===== src/rtl/ata8_bridge_pkg.sv =====
`timescale 1ns/1ps
package ata8_bridge_pkg;
  localparam int IO_AW     = 10;
  localparam int MEM_AW    = 20;
  localparam int SW_W      = 4;
  localparam int OFS_W     = 4;
  localparam int ROM_SPAN_W = 13;   // 8 KB select window

  typedef enum logic [1:0] {
    TGT_NONE  = 2'd0,
    TGT_CMD   = 2'd1,
    TGT_CTL   = 2'd2,
    TGT_HOLD  = 2'd3
  } tgt_e;

  // I/O window base: 0x200 plus 0x20 per switch step
  function automatic logic [IO_AW-1:0] io_window_base(input logic [SW_W-1:0] sw);
    return IO_AW'(10'h200) + IO_AW'({sw, 5'b0});
  endfunction

  // ROM window base: 0xC0000 plus 16 KB per switch step
  function automatic logic [MEM_AW-1:0] rom_window_base(input logic [SW_W-1:0] sw);
    return MEM_AW'(20'hC0000) + MEM_AW'({sw, 14'b0});
  endfunction

  // Which target an in-window offset reaches
  function automatic tgt_e classify(input logic [OFS_W-1:0] ofs);
    if (ofs == 4'd8)      return TGT_HOLD;
    else if (ofs[3])      return TGT_CTL;
    else                  return TGT_CMD;
  endfunction
endpackage


===== src/rtl/ata8_decode.sv =====
`timescale 1ns/1ps
module ata8_decode
  import ata8_bridge_pkg::*;
#(
  parameter int AW = IO_AW
) (
  input  logic          clk,
  input  logic          rst_n,
  input  logic [AW-1:0] io_addr,
  input  logic          iord,
  input  logic          iowr,
  input  logic [AW-1:0] win_base,
  output logic          acc_rd,
  output logic          acc_wr,
  output tgt_e          tgt,
  output logic [2:0]    reg_sel,
  output logic          word_cyc
);
  logic              win_hit;
  logic [OFS_W-1:0]  ofs;

  assign ofs      = io_addr[OFS_W-1:0];
  assign win_hit  = (io_addr[AW-1:OFS_W] == win_base[AW-1:OFS_W]);
  assign acc_rd   = win_hit && iord && !iowr;
  assign acc_wr   = win_hit && iowr && !iord;
  assign tgt      = (acc_rd || acc_wr) ? classify(ofs) : TGT_NONE;
  assign reg_sel  = ofs[2:0];
  assign word_cyc = (acc_rd || acc_wr) && (ofs == '0);

  // a miss never yields an access
  a_r1_miss_no_access: assert property (@(posedge clk) disable iff (!rst_n)
    !win_hit |-> (!acc_rd && !acc_wr));
  // both strobes together is no access
  a_r13_dual_strobe_idle: assert property (@(posedge clk) disable iff (!rst_n)
    (iord && iowr) |-> (tgt == TGT_NONE));
  // word cycles always point at the command block
  a_r5_word_is_cmd: assert property (@(posedge clk) disable iff (!rst_n)
    word_cyc |-> (tgt == TGT_CMD && reg_sel == 3'd0));
endmodule


===== src/rtl/ata8_hold_reg.sv =====
`timescale 1ns/1ps
module ata8_hold_reg #(
  parameter int BW = 8
) (
  input  logic          clk,
  input  logic          rst_n,
  input  logic          cap_rd,
  input  logic          cap_wr,
  input  logic [BW-1:0] rd_byte,
  input  logic [BW-1:0] wr_byte,
  output logic [BW-1:0] q
);
  always_ff @(posedge clk) begin
    if (!rst_n)      q <= '0;
    else if (cap_wr) q <= wr_byte;
    else if (cap_rd) q <= rd_byte;
  end

  // a host load lands on the next edge
  a_r4_hold_load: assert property (@(posedge clk) disable iff (!rst_n)
    cap_wr |=> (q == $past(wr_byte)));
  // a word read capture lands on the next edge
  a_r2_hold_capture: assert property (@(posedge clk) disable iff (!rst_n)
    (cap_rd && !cap_wr) |=> (q == $past(rd_byte)));
  // without a trigger the register holds
  a_r6_hold_stable: assert property (@(posedge clk) disable iff (!rst_n)
    (!cap_rd && !cap_wr) |=> $stable(q));
endmodule


===== src/rtl/ata8_irq_route.sv =====
`timescale 1ns/1ps
module ata8_irq_route #(
  parameter int         LINES   = 8,
  parameter logic [7:0] ALLOWED = 8'b1011_1100,
  localparam int        SEL_W   = $clog2(LINES)
) (
  input  logic             clk,
  input  logic             rst_n,
  input  logic [SEL_W-1:0] sel,
  input  logic             req,
  output logic [LINES-1:0] lines
);
  for (genvar n = 0; n < LINES; n++) begin : g_line
    if (ALLOWED[n]) begin : g_on
      assign lines[n] = req && (sel == SEL_W'(n));
    end else begin : g_off
      assign lines[n] = 1'b0;
    end
  end

  // at most one line, and only with a request
  a_r9_irq_onehot: assert property (@(posedge clk) disable iff (!rst_n)
    $onehot0(lines));
  a_r9_irq_needs_req: assert property (@(posedge clk) disable iff (!rst_n)
    (|lines) |-> req);
endmodule


===== src/rtl/ata8_bridge.sv =====
`timescale 1ns/1ps
module ata8_bridge
  import ata8_bridge_pkg::*;
#(
  parameter int         IRQ_LINES   = 8,
  parameter logic [7:0] IRQ_ALLOWED = 8'b1011_1100,
  localparam int        IRQ_SEL_W   = $clog2(IRQ_LINES)
) (
  input  logic                 clk,
  input  logic                 rst_n,
  input  logic [SW_W-1:0]      io_sw,
  input  logic [SW_W-1:0]      rom_sw,
  input  logic [IRQ_SEL_W-1:0] irq_sel,
  input  logic [IO_AW-1:0]     io_addr,
  input  logic                 iord,
  input  logic                 iowr,
  input  logic [7:0]           host_wdata,
  output logic [7:0]           host_rdata,
  input  logic [MEM_AW-1:0]    mem_addr,
  output logic                 rom_sel,
  output logic                 ata_cs0,
  output logic                 ata_cs1,
  output logic [2:0]           ata_addr,
  output logic                 ata_rd,
  output logic                 ata_wr,
  output logic                 ata_wide,
  output logic [15:0]          ata_wdata,
  input  logic [15:0]          ata_rdata,
  input  logic                 drive_irq,
  output logic [IRQ_LINES-1:0] host_irq
);
  // Settings captured during reset
  logic [SW_W-1:0]      io_sw_q, rom_sw_q;
  logic [IRQ_SEL_W-1:0] irq_sel_q;

  always_ff @(posedge clk) begin
    if (!rst_n) begin
      io_sw_q   <= io_sw;
      rom_sw_q  <= rom_sw;
      irq_sel_q <= irq_sel;
    end
  end

  logic       acc_rd, acc_wr, word_cyc;
  tgt_e       tgt;
  logic [2:0] reg_sel;
  logic       hold_cap_rd, hold_cap_wr;
  logic [7:0] hold_q;
  logic [MEM_AW-1:0] rom_base;

  ata8_decode #(.AW(IO_AW)) u_dec (
    .clk      (clk),
    .rst_n    (rst_n),
    .io_addr  (io_addr),
    .iord     (iord),
    .iowr     (iowr),
    .win_base (io_window_base(io_sw_q)),
    .acc_rd   (acc_rd),
    .acc_wr   (acc_wr),
    .tgt      (tgt),
    .reg_sel  (reg_sel),
    .word_cyc (word_cyc)
  );

  assign hold_cap_rd = acc_rd && word_cyc;
  assign hold_cap_wr = acc_wr && (tgt == TGT_HOLD);

  ata8_hold_reg #(.BW(8)) u_hold (
    .clk     (clk),
    .rst_n   (rst_n),
    .cap_rd  (hold_cap_rd),
    .cap_wr  (hold_cap_wr),
    .rd_byte (ata_rdata[15:8]),
    .wr_byte (host_wdata),
    .q       (hold_q)
  );

  assign ata_cs0   = (tgt == TGT_CMD);
  assign ata_cs1   = (tgt == TGT_CTL);
  assign ata_rd    = acc_rd && (ata_cs0 || ata_cs1);
  assign ata_wr    = acc_wr && (ata_cs0 || ata_cs1);
  assign ata_addr  = (ata_cs0 || ata_cs1) ? reg_sel : 3'd0;
  assign ata_wide  = word_cyc;
  assign ata_wdata = {(word_cyc && acc_wr) ? hold_q : 8'h00, host_wdata};

  always_comb begin
    host_rdata = 8'h00;
    if (acc_rd) begin
      if (tgt == TGT_HOLD) host_rdata = hold_q;
      else                 host_rdata = ata_rdata[7:0];
    end
  end

  assign rom_base = rom_window_base(rom_sw_q);
  assign rom_sel  = (mem_addr[MEM_AW-1:ROM_SPAN_W] == rom_base[MEM_AW-1:ROM_SPAN_W]);

  ata8_irq_route #(.LINES(IRQ_LINES), .ALLOWED(IRQ_ALLOWED)) u_irq (
    .clk   (clk),
    .rst_n (rst_n),
    .sel   (irq_sel_q),
    .req   (drive_irq),
    .lines (host_irq)
  );

  // the two selects are exclusive
  a_r7_cs_exclusive: assert property (@(posedge clk) disable iff (!rst_n)
    !(ata_cs0 && ata_cs1));
  // the holding-register port never strobes the drive
  a_r3_hold_port_silent: assert property (@(posedge clk) disable iff (!rst_n)
    (hold_cap_wr || (acc_rd && tgt == TGT_HOLD)) |-> !(ata_rd || ata_wr));
  // a word write carries the held byte
  a_r8_word_write_upper: assert property (@(posedge clk) disable iff (!rst_n)
    (ata_wr && ata_wide) |-> (ata_wdata[15:8] == hold_q));
endmodule


===== config.mk =====
export PLATFORM = sky130hd
export DESIGN_NAME = ata8_bridge
export DESIGN_NICKNAME = d
export VERILOG_FILES = /design/src/rtl/ata8_bridge_pkg.sv /design/src/rtl/ata8_decode.sv /design/src/rtl/ata8_hold_reg.sv /design/src/rtl/ata8_irq_route.sv /design/src/rtl/ata8_bridge.sv
export SDC_FILE = /design/constraint.sdc
export NUM_CORES = 1
export LEC_CHECK = 0
export ABC_AREA = 0
export ABC_CLOCK_PERIOD_IN_PS = 3440
export BUFFER_PORTS_ARGS = -buffer_cell sky130_fd_sc_hd__buf_2
export CAP_MARGIN = 20
export CORE_MARGIN = 4
export CORE_UTILIZATION = 40
export CTS_CLUSTER_SIZE = 20
export DETAILED_ROUTE_END_ITERATION = 8
export PLACE_DENSITY = 0.88
export REMOVE_ABC_BUFFERS = 1
export SLEW_MARGIN = 25
export SYNTH_ARGS = -nofsm -noshare
export SYNTH_HDL_FRONTEND = slang
export SYNTH_SLANG_ARGS = --single-unit
export TNS_END_PERCENT = 100

===== constraint.sdc =====
create_clock -name clk -period 3.44 [get_ports clk]
set_input_delay 0.344 -clock clk [delete_from_list [all_inputs] [get_ports clk]]
set_output_delay 0.344 -clock clk [all_outputs]
set_load 0.01 [all_outputs]

==> metrics <==
Die H 67.8 um; antenna viol nets, final 0; ant diodes 0; CP Capture Type output pin; Cells after Synth about 170; #FFs+latches synth 19; final hold vios 0; CP Cell Sequence nor2b_1, or2_2, a211o_1, a21oi_1, ha_1, inv_1, nor4_1, buf_2; Distinct cells, synth 34; maximum vdd drop about 260 uV; CP max stage delay 0.58 ns; max-slew violation count 0; WS Path Type register to output pin; CTS sink cnt 19; Global Route Usage Sum 15.3%; Lkg Pwr 0.906 nW; hold crit path type primary input to register; fill count roughly 330; Mapped Avg Cell Area about 8.6 um2; WHS 0.216 ns; Reg area 490 um2; DR vias/cell approximately 4.9; drc violations 0; fin area 1890 um2; CP Data Required Time about 3.1 ns; Max Clock Freq 336 MHz; Period Utilization, post-route between 80 and 90%; Multi-input gate area 802 um2; Warnings, synthesis 0; EDFF count, synth 11; Setup TNS 0 ns; Rows 21; DR iter-0 viols 24; CTS Buf Count 3; chip width 67.8 um; I/O pin count 111; Data arrival, critical path 2.63 ns; CTS root buf clkbuf_4; register area share after synthesis 34.3%; core area 3390 um2; WL final 3660 um; Final min period 2.98 ns; post-cts sizing count 0; Worst path slowest cell nor2b_1; final-stage net count 320; area grow syn2layout 32.2%; later-pin clock latency in the skew report 0.30 ns; initial antenna violation count 0; layout cell share with drive strength beyond 1 between 40% and 50%; largest net degree at the start of global routing 28; clock skew 0.00546 ns; Reg clk slew, reported paths 0.10 ns; grt total ovfl 0; first-pass GRT wire length 5310 um; RSZ-0062 raised after global routing no; port bufs between 90 and 100; most common cell after layout, fill and taps aside buf_2; outcome completed; first drt pass iteration count 4; vias in the first global route 1305; CTS tree yes; Initial Utilization 42.2%; final RePlAce weighted congestion around 0.7; post-DR wirelength/cell between 10 and 15 um; Synth async-reset ratio 0%; pwr/cell area ~250 nW/um2; H-tree levels 1; Worst-Margin Slew 0.711 ns; most frequent cells in the layout 94 x buf_2, 13 x nor2_1, 11 x and2_1, 11 x edfxtp_1; Primary FF master, synth edfxtp_1; crit path launch type register; Placed Cells 288; non-filler instance count after layout 292; hold bufs inserted after CTS 0; endpoints failing setup 0; worst-path fanout max 12; max-cap violations 0; via count ~1400; Slew HR 52.5%; Post-DP Area 1860 um2; die area 4590 um2; DP HPWL 3070 um; area of the mapped netlist about 1400 um2; Clock Path Buffers 2; Setup Fix Bufs, Post-CTS 0; Final Util 55.7%
-- per-layer routing --
| layer | track usage, % | vias up | share of wire (%) |
|---|---|---|---|
| li1 | - | 744 | - |
| met1 | 16.9 | 635 | 40 |
| met2 | 28.4 | 57 | 51 |
| met3 | 4.49 | 4 | 9.2 |
| met4 | 3.54 | 0 | 0.52 |
| met5 | 0 | - | 0 |
-- where the power goes --
group | switching [mW] | internal [mW] | total, mW | leakage (nW)
clock network | 0.0664 | 0.0434 | 0.110 | 0.0177
registers | 0.00571 | 0.252 | 0.258 | 0.172
logic | 0.0508 | 0.0493 | 0.100 | 0.717
total | 0.123 | 0.345 | 0.468 | 0.906
-- cells in the mapped netlist (4+ instances only) --
cell | count | area (um2)
a21oi_1 | 9 | 45.0
and2_1 | 11 | 68.8
buf_4 | 11 | 82.6
clkbuf_1 | 8 | 30.0
dfxtp_1 | 8 | 160
edfxtp_1 | 11 | 330
inv_1 | 5 | 18.8
mux2i_1 | 8 | 80.1
nand3b_1 | 9 | 67.6
nor2_1 | 13 | 48.8
nor3_1 | 4 | 20.0
nor4_1 | 9 | 56.3
o21ai_1 | 8 | 40.0
o21bai_1 | 8 | 60.1
o31ai_1 | 8 | 60.1
xnor2_1 | 7 | 61.3
-- logic make-up after synthesis --
logic type               synth area share [%]
AND/OR/NAND/NOR                          26.3
AO/OA/AOI/OAI                            16.1
buffers and inverters                    10.5
flip-flops                               34.3
multiplexers                             5.60
XOR/XNOR                                 4.29
adder cells (fa/ha/maj)                  2.63
other                                   0.262
-- metrics by stage --
step                total power, mW  setup WS, ns
floorplan                     0.305         0.224
global placement              0.360         0.604
detailed placement            0.363         0.586
CTS                           0.472         0.452
global route                  0.497         0.152
finish                        0.468         0.463
-- sequential cells by signal, summed over array words and instances (netlist names) --
name	flops
u_hold.q	8
io_sw_q	4
rom_sw_q	4
irq_sel_q	3
-- worst max-delay path, delay by kind of cell (launching register included) --
| kind | cells | cell delay, ns |
|---|---|---|
| buffers and inverters | 2 | 0.24 |
| DFF | 1 | 0.40 |
| adders and majority gates | 1 | 0.33 |
| and+or+nand+nor | 3 | 1.11 |
| AOI/OAI and AO/OA | 2 | 0.26 |
-- final cells by class --
cell class | count | share of cell area [%]
sequential | 19 | 26.0
inverter | 5 | 0.993
timing repair buffer | 97 | 26.1
multi-input combinational | 121 | 42.5
tap | 46 | 3.05
clock buffer | 3 | 1.19
clock inverter | 1 | 0.265
-- final timing paths --
check,slack [ns],from,endpoint,cells after the start
max,0.46,io_sw_q[2],ata_wr,8
min,0.22,io_sw[1],io_sw_q[1],1
max reg2reg,0.85,io_sw_q[2],u_hold.q[7],9
min reg2reg,0.50,u_hold.q[0],u_hold.q[0],2
Note: power is estimated with default switching activity, not from simulation.
